==> src/rtl/qpos_counter.sv <==
module qpos_counter #(
  parameter int AW = 6,
  parameter int CW = 32
) (
  input  logic          clk,
  input  logic          rst_n,
  input  logic          enc_a,
  input  logic          enc_b,
  input  logic          bus_we,
  input  logic [AW-1:0] bus_addr,
  input  logic [31:0]   bus_wdata,
  output logic [31:0]   bus_rdata,
  output logic          phase_err
);
  localparam logic [AW-1:0] A_POS  = AW'(8'h00);
  localparam logic [AW-1:0] A_CEIL = AW'(8'h08);
  localparam logic [AW-1:0] A_DEC  = AW'(8'h28);
  localparam logic [AW-1:0] A_CTL  = AW'(8'h2A);

  logic [CW-1:0] pos, ceil;
  logic [15:0]   dec_ctl, main_ctl;
  logic [1:0]    a_sync, b_sync;
  logic          a_prev, b_prev;

  always_ff @(posedge clk) begin
    if (!rst_n) begin
      a_sync <= '0; b_sync <= '0; a_prev <= 1'b0; b_prev <= 1'b0;
    end else begin
      a_sync <= {a_sync[0], enc_a};
      b_sync <= {b_sync[0], enc_b};
      a_prev <= a_sync[1];
      b_prev <= b_sync[1];
    end
  end

  wire       a_cur   = a_sync[1];
  wire       b_cur   = b_sync[1];
  wire [1:0] mode    = dec_ctl[15:14];
  wire       both_ed = dec_ctl[11];
  wire       cnt_en  = main_ctl[3];
  wire       a_rise  = a_cur & ~a_prev;
  wire       a_fall  = ~a_cur & a_prev;
  wire       a_edge  = a_rise | a_fall;
  wire [1:0] ab_old  = {a_prev, b_prev};
  wire [1:0] ab_new  = {a_cur, b_cur};
  wire       dbl_chg = (a_cur != a_prev) && (b_cur != b_prev);

  logic q_up, q_dn;
  always_comb begin
    q_up = 1'b0;
    q_dn = 1'b0;
    unique case (ab_old)
      2'b00: begin q_up = (ab_new == 2'b01); q_dn = (ab_new == 2'b10); end
      2'b01: begin q_up = (ab_new == 2'b11); q_dn = (ab_new == 2'b00); end
      2'b11: begin q_up = (ab_new == 2'b10); q_dn = (ab_new == 2'b01); end
      2'b10: begin q_up = (ab_new == 2'b00); q_dn = (ab_new == 2'b11); end
    endcase
  end

  logic inc, dec;
  always_comb begin
    inc = 1'b0;
    dec = 1'b0;
    unique case (mode)
      2'd0: begin inc = q_up; dec = q_dn; end
      2'd1: begin inc = a_rise & b_cur; dec = a_rise & ~b_cur; end
      2'd2: inc = both_ed ? a_edge : a_rise;
      2'd3: dec = both_ed ? a_edge : a_rise;
    endcase
  end

  wire pos_wr = bus_we && (bus_addr == A_POS) && (CW'(bus_wdata) <= ceil);

  always_ff @(posedge clk) begin
    if (!rst_n) begin
      pos <= '0;
      ceil <= '1;
      dec_ctl <= '0;
      main_ctl <= '0;
      phase_err <= 1'b0;
    end else begin
      phase_err <= (mode == 2'd0) && dbl_chg;
      if (bus_we && bus_addr == A_CEIL) ceil <= CW'(bus_wdata);
      if (bus_we && bus_addr == A_DEC) dec_ctl <= bus_wdata[15:0];
      if (bus_we && bus_addr == A_CTL) main_ctl <= bus_wdata[15:0];
      if (pos_wr) pos <= CW'(bus_wdata);
      else if (cnt_en && inc) pos <= (pos == ceil) ? '0 : pos + 1'b1;
      else if (cnt_en && dec) pos <= (pos == '0) ? ceil : pos - 1'b1;
    end
  end

  always_comb begin
    case (bus_addr)
      A_POS:   bus_rdata = 32'(pos);
      A_CEIL:  bus_rdata = 32'(ceil);
      A_DEC:   bus_rdata = {16'h0, dec_ctl};
      A_CTL:   bus_rdata = {16'h0, main_ctl};
      default: bus_rdata = '0;
    endcase
  end


  hold_when_off_chk: assert property (@(posedge clk) disable iff (!rst_n)
    (!cnt_en && !pos_wr) |=> $stable(pos));

  phase_no_count_chk: assert property (@(posedge clk) disable iff (!rst_n)
    (mode == 2'd0 && dbl_chg && !pos_wr) |=> $stable(pos));

  b_level_only_chk: assert property (@(posedge clk) disable iff (!rst_n)
    (mode == 2'd1 && a_cur == a_prev && !pos_wr) |=> $stable(pos));

  up_never_falls_chk: assert property (@(posedge clk) disable iff (!rst_n)
    (mode == 2'd2 && !pos_wr && pos < ceil) |=> pos >= $past(pos));

  phase_pulse_chk: assert property (@(posedge clk) disable iff (!rst_n)
    phase_err |-> $past(mode) == 2'd0);
endmodule

==> config.mk <==
export PLATFORM = sky130hd
export DESIGN_NAME = qpos_counter
export DESIGN_NICKNAME = d
export VERILOG_FILES = /design/src/rtl/qpos_counter.sv
export SDC_FILE = /design/constraint.sdc
export NUM_CORES = 1
export LEC_CHECK = 0
export BUFFER_PORTS_ARGS = -buffer_cell sky130_fd_sc_hd__buf_4
export CAP_MARGIN = 20
export CORE_MARGIN = 2
export CORE_UTILIZATION = 60
export DETAILED_ROUTE_END_ITERATION = 7
export GPL_TIMING_DRIVEN = 0
export MAX_ROUTING_LAYER = met4
export PLACE_DENSITY = 0.81
export SETUP_SLACK_MARGIN = 0.02
export SYNTH_ARGS = -nofsm -noshare
export SYNTH_HDL_FRONTEND = slang
export SYNTH_SLANG_ARGS = --single-unit
==> constraint.sdc <==
create_clock -name clk -period 3.9 [get_ports clk]
set_clock_uncertainty 0.1 [all_clocks]
set_input_delay 0.195 -clock clk [delete_from_list [all_inputs] [get_ports clk]]
set_output_delay 0.195 -clock clk [all_outputs]
set_load 0.05 [all_outputs]
==> summary.md, run 1 <==
| Metric | Value |
|---|---|
| Outcome | finished clean |
| Slew Limit Headroom | 35.6% |
| DIE AREA | 13600 µm² |
| Total of max-cap violations | 0 |
| Routed WL | 27700 µm |
| Commonest non-fill, non-tap cell in the layout | nand2_1 |
| Largest net degree at the start of global routing | 18 |
| Sw Ratio | between 20% and 30% |
| Arr. time, crit path | just under 4 ns |
| Site Rows | 41 |
| Placer Congestion | 1.02 |
| Total number of vias | 8587 |
| PortBufs | between 70 and 80 |
| WL/cell | 21.5 µm |
| CTS Buf Count | 9 |
| Slew @ Worst Pin | 0.961 ns |
| H-tree depth | 3 |
| Syn Std Cell Area | 7610 µm² |
| Cell area power density | about 280 nW/µm² |
| Setup bufs post-CTS | 0 |
| EDFF count, synth | 0 |
| Sequential area share after synthesis | 27.1% |
| Layout area overhead | 16.4% |
| First-pass detailed-route iteration total | 7 |
| Post-DP HPWL | between 20000 and 25000 µm |
| Synth unique cells | 73 |
| Internal Power | 1.75 mW |
| Die Ht | 117 µm |
| Register area | 2060 µm² |
| Total gr overflow | 0 |
| Global-route wire length before repair | 42000 µm |
| Starting DRT DRC Count | 1238 |
| Fraction of layout cells with a size suffix above 1 | about an eighth |
| Minimum clock period | 3.72 ns |
| Nets@finish | 1189 |
| Via count of the first global-routing pass | 7697 |
| CP required | 4.08 ns |
| Setup Crit Path Kind | register to register |
| Fin. max-slew vios | 0 |
| Peak VDD IR | roughly 0.23 mV |
| All-Layer GR Usage | about two fifths |
| Achievable Freq | 269 MHz |
| CP startpoint kind | register |
| Synthesis Warnings | 0 |
| Switching pwr | approximately 700 µW |
| Syn Nets | 1088 |
| # diodes | 0 |
| Area taken by multi-input logic gates | between 4000 and 5000 µm² |
| CTS tree | built |
| Setup TNS | 0 ns |
| Post-layout util | between 70% and 80% |
| Top-level I/O count | 76 |
| Mean Syn Cell Area | 7.54 µm² |
| Clock root cell | clkbuf_16 |
| Worst-skew pair later-pin latency | 0.36 ns |
| Initial antenna violation count | 0 |
| Async set-or-reset flop fraction in the synthesized netlist | 0% |
| Clock Sinks | 103 |
| Final ANT Viol Nets | 0 |
| Flop pwr share | 43.3% |
| Combinational power share | between 15 and 20% |
| Initial Utilization | between 60% and 70% |
| Setup violations, final | 0 |
| CP endpoint kind | register |
| Hold Crit Class | input port to register |
| Die width | 117 µm |
| Top FF cell, synth | dfxtp_1 |
| Clock share of power | between 40% and 50% |
| Gate Count Post-Synth | about 1.0k |
| DR DRC count | 0 |
| Yosys reg bits | around 100 |
| Fillers | roughly 1.1k |
| CTS max path bufs | 2 |
| Final period util | 95.4% |
| Max Fanout on Critical Path | 10 |
| Final hold violation count | 0 |
| RSZ-0062 raised after global routing | false |
| Clk pin slew, worst setup/hold paths | roughly 0.07 ns |
| Commonest cells after routing, fill and taps aside | nand2_1 (190), dfxtp_1 (103), buf_4 (75) |
| Core area | roughly 13000 µm² |
| Vias/cell | 6.67 |
| Leakage | 3.60 nW |
==> through the flow <==
stage          cells  setup WS (ns)  total power, mW  cell area, µm²  hold WS [ns]
2_1_floorplan   1009           1.18             1.33            7610         0.222
3_3_place_gp    1255          0.278             1.47            8380         0.304
3_5_place_dp    1255          0.247             1.47            8380         0.308
4_1_cts         1286          0.188             2.44            8840       0.00335
5_1_grt         1287          0.125             2.51            8860        0.0124
6_report        1287          0.181             2.47            8860       0.00563
==> cells by family after synthesis <==
group / after synthesis / synth area share, %
and+or+nand+nor: 373 / 24.7
muxes: 4 / 0.576
buffers and inverters: 140 / 7.50
AOI/OAI and AO/OA: 290 / 27.0
DFF: 103 / 27.1
xor gates and xnor gates: 63 / 7.25
adders and majority gates: 36 / 5.92
==> power groups by stage <==
stage          logic (mW)  clock network [mW]  registers, mW
2_1_floorplan       0.238                   0           1.09
3_3_place_gp        0.374                   0           1.09
3_5_place_dp        0.376                   0           1.09
4_1_cts             0.391               0.985           1.07
5_1_grt             0.430                1.01           1.07
6_report            0.408               0.991           1.07
==> layer usage <==
layer	vias up	wire length, µm	track usage, %
li1	3873	-	-
met1	4022	11300	57.5
met2	596	11900	59.5
met5	-	0	-
met4	0	1050	16.8
met3	96	3460	9.34
==> what timing repair did <==
item | 4_1_cts | 5_1_grt
endpoints found under the hold margin | 15 | 0
setup endpoints to repair | 0 | 16
resized for setup | 0 | 2
hold buffers | 15 | 0
==> worst max-delay path, stage by stage, from the launching register on <==
cell and delay, ns:
dfxtp_1 0.45, inv_1 0.09, ha_1 0.30, nand4_1 0.19
nor4_2 0.62, o21a_1 0.23, o211a_1 0.15, clkbuf_1 0.36
clkbuf_1 0.64, o221ai_1 0.33, o211ai_1 0.17
==> cells in the mapped netlist (4+ instances only) <==
cell type | number | area [µm²]
a211oi_1 | 5 | 37.5
a21o_1 | 17 | 128
a21oi_1 | 67 | 335
a222oi_1 | 16 | 160
a22o_1 | 17 | 149
a22oi_1 | 9 | 67.6
a311oi_1 | 4 | 35.0
a31o_2 | 6 | 52.6
a31oi_1 | 22 | 138
and2_1 | 12 | 75.1
and3_1 | 7 | 43.8
buf_2 | 15 | 75.1
clkbuf_1 | 74 | 278
dfxtp_1 | 103 | 2060
ha_1 | 36 | 450
inv_1 | 44 | 165
nand2_1 | 190 | 713
nand2b_1 | 4 | 25.0
nand3_1 | 26 | 130
nand4_1 | 27 | 169
nor2_1 | 37 | 139
nor3_1 | 9 | 45.0
nor3b_1 | 5 | 37.5
nor4_1 | 11 | 68.8
nor4_2 | 4 | 50.1
o211ai_1 | 57 | 428
o21a_1 | 5 | 37.5
o21ai_0 | 10 | 50.1
o22ai_1 | 4 | 25.0
o31ai_1 | 27 | 203
or3_1 | 4 | 25.0
or4_1 | 4 | 30.0
xnor2_1 | 48 | 420
xor2_1 | 15 | 131
==> final timing paths <==
check | cells past startpoint | slack, ns | end | from
hold reg to reg | 1 | 0.34 | b_sync[1]$_SDFF_PN0_ | b_sync[0]$_SDFF_PN0_
hold / removal | 3 | 0.006 | ceil[5]$_SDFFE_PN1P_ | bus_wdata[5]
setup / recovery | 10 | 0.18 | pos[21]$_SDFFE_PN0P_ | ceil[15]$_SDFFE_PN1P_
setup reg to reg | 10 | 0.18 | pos[21]$_SDFFE_PN0P_ | ceil[15]$_SDFFE_PN1P_
==> registers in the layout, indices dropped and copies added, names as in the netlist <==
register	count
a_prev	1
ceil	32
b_prev	1
pos	32
a_sync	2
dec_ctl	16
b_sync	2
phase_err	1
main_ctl	16
==> area by class of cell <==
class	instances	area share (%)
flip-flops and latches	103	23.3
well taps	172	2.43
multi-input cells	766	56.3
repair buffers	90	8.02
clock inverters	5	0.706
plain buffers	96	4.58
inverters	44	1.86
clock buffers	11	2.85
Note: power is estimated with default switching activity, not from simulation.
==> run 2: changes to the inputs <==
CELL_PAD_IN_SITES_DETAIL_PLACEMENT = 1   (was not set)
CELL_PAD_IN_SITES_GLOBAL_PLACEMENT = 1   (was not set)
CORE_UTILIZATION = 44   (was 60)
PLACE_DENSITY = not set   (was 0.81)
PLACE_DENSITY_LB_ADDON = 0.1   (was not set)
==> summary.md, run 2 (synthesis results as in run 1) <==
| Metric | Value |
|---|---|
| Clock Sinks | 103 |
| Pre-CTS WS | 0.00504 ns |
| Starting DRT DRC Count | around 950 |
| Hold Crit Class | input port to register |
| DR DRC count | 0 |
| Total of max-cap violations | 0 |
| Largest stage delay on the critical path | 0.67 ns |
| First-pass detailed-route iteration total | 8 |
| Commonest cells after routing, fill and taps aside | nand2_1 (190), dfxtp_1 (103), buf_4 (76) |
| Leakage | 3.61 nW |
| All-Layer GR Usage | between 30% and 40% |
| Setup slack after layout | roughly 0.12 ns |
| Die Ht | roughly 140 µm |
| Clock root cell | clkbuf_16 |
| Final ANT Viol Nets | 0 |
| Register area | 2060 µm² |
| Commonest non-fill, non-tap cell in the layout | nand2_1 |
| PortBufs | 74 |
| CP endpoint kind | register |
| Max Fanout on Critical Path | 10 |
| Failing checks | hold timing |
| Fraction of layout cells with a size suffix above 1 | 12.8% |
| Worst-skew pair later-pin latency | 0.37 ns |
| Post-DP HPWL | 23200 µm |
| Setup TNS | 0 ns |
| DIE AREA | 18400 µm² |
| Routed WL | roughly 32000 µm |
| Slew @ Worst Pin | 1.08 ns |
| Largest regs | ceil: 32 flops, pos: 32 flops |
| Layout area overhead | 17.8% |
| Achievable Freq | 264 MHz |
| # diodes | 0 |
| CP max stage cell | clkbuf_1 |
| Site Rows | 48 |
| Global-route wire length before repair | roughly 48000 µm |
| Crit path capture | pos[21]$_SDFFE_PN0P_ |
| Reg2reg path depth | 10 |
| CP required | 4.09 ns |
| Core area | 17100 µm² |
| Die width | 136 µm |
| Initial Utilization | 44.5% |
| Worst hold slack | -0.00417 ns |
| Total gr overflow | 0 |
| Worst setup path startpoint | ceil[13]$_SDFFE_PN1P_ |
| Peak VDD IR | 0.222 mV |
| Largest net degree at the start of global routing | 19 |
| Area taken by multi-input logic gates | 4990 µm² |
| Minimum clock period | 3.78 ns |
| FF-to-FF Start | ceil[13]$_SDFFE_PN1P_ |
| Arr. time, crit path | 3.98 ns |
| WL/cell | about 24 µm |
| Cell area power density | 280 nW/µm² |
| CTS Buf Count | 9 |
| Placer Congestion | 0.981 |
| Most frequent CP cell | clkbuf_1 |
| Setup violations, final | 0 |
| CTS max path bufs | 2 |
| R2R Setup Slk | 0.12 ns |
| Total number of vias | 8493 |
| Total power | 2.51 mW |
| CP startpoint kind | register |
| Fin. max-slew vios | 0 |
| Crit-path cells | inv_1 > ha_1 > nand4_1 > nor4_2 > o21a_1 > o211a_1 > clkbuf_1 > clkbuf_1 > o221ai_1 > o211ai_1 |
| RR Endpoint | pos[21]$_SDFFE_PN0P_ |
| H-tree depth | 3 |
| RSZ-0062 raised after global routing | false |
| Vias/cell | roughly 6.3 |
| Top-level I/O count | 76 |
| Setup Crit Path Kind | register to register |
| Final hold violation count | 1 |
| Slew Limit Headroom | a little over a quarter |
| CTS tree | built |
| Final period util | between 90% and 100% |
| Nets@finish | 1192 |
| Fillers | approximately 2.2k |
| Clk pin slew, worst setup/hold paths | 0.08 ns |
| Initial antenna violation count | 0 |
| Via count of the first global-routing pass | 8244 |
| Outcome | complete, but fails checks |
-- run 2: per-stage QoR --
stage          util (%)  cell area, µm²  hold slack, ns  std cells
4_1_cts            52.3            8950        0.000610       1342
3_3_place_gp       49.3            8450           0.308       1308
2_1_floorplan         -            7610           0.222       1009
6_report           52.3            8960        -0.00417       1343
3_5_place_dp       49.4            8450           0.309       1309
5_1_grt            52.3            8960          0.0136       1343
-- run 2: how the worst min path moves through the flow --
| stage | slack, ns | depth (start not counted) | start | endpoint |
|---|---|---|---|---|
| after floorplan | 0.22 | 1 | enc_a | a_sync[0]$_SDFF_PN0_ |
| after global placement | 0.31 | 2 | enc_b | b_sync[0]$_SDFF_PN0_ |
| after detailed placement | 0.31 | 2 | enc_a | a_sync[0]$_SDFF_PN0_ |
| after CTS | 0.0006 | 3 | bus_wdata[24] | ceil[24]$_SDFFE_PN1P_ |
| after global routing | 0.01 | 3 | bus_wdata[6] | ceil[6]$_SDFFE_PN1P_ |
| final | -0.004 | 3 | bus_wdata[24] | ceil[24]$_SDFFE_PN1P_ |
-- run 2: layout make-up --
cell class | count | share of cell area (%)
clock buffer | 10 | 2.67
multi-input combinational | 766 | 55.7
clock inverter | 6 | 0.866
buffer | 96 | 4.54
timing repair buffer | 93 | 8.24
tap | 225 | 3.14
sequential | 103 | 23.0
inverter | 44 | 1.84
-- run 2: power by group --
group	total (mW)	internal, mW	switching (mW)
sequential	1.07	1.06	0.00843
clock	1.02	0.529	0.491
combinational	0.417	0.148	0.269
total	2.51	1.74	0.768
-- run 2: layer usage --
metal	wire [µm]	part of all wire, %	up-vias	global-route usage [%]
met2	14300	45	345	54.9
met4	827	2.6	0	11.3
met3	2760	8.7	60	8.19
met1	13900	44	4211	46.4
li1	-	-	3877	-
met5	0	0	-	-
-- run 2: repair_timing --
action	4_1_cts	5_1_grt
setup buffers	0	0
endpoints found under the setup margin	3	10
gates resized for setup	1	4
hold buffers	17	0
hold endpoints to repair	17	0
-- run 2: critical path: cells and delay by family (launching register included) --
kind | cells | cell delay, ns
buffers and inverters | 3 | 1.14
flip-flops | 1 | 0.43
AND/OR/NAND/NOR | 2 | 0.86
adder cells (fa/ha/maj) | 1 | 0.30
AO/OA/AOI/OAI | 4 | 0.87
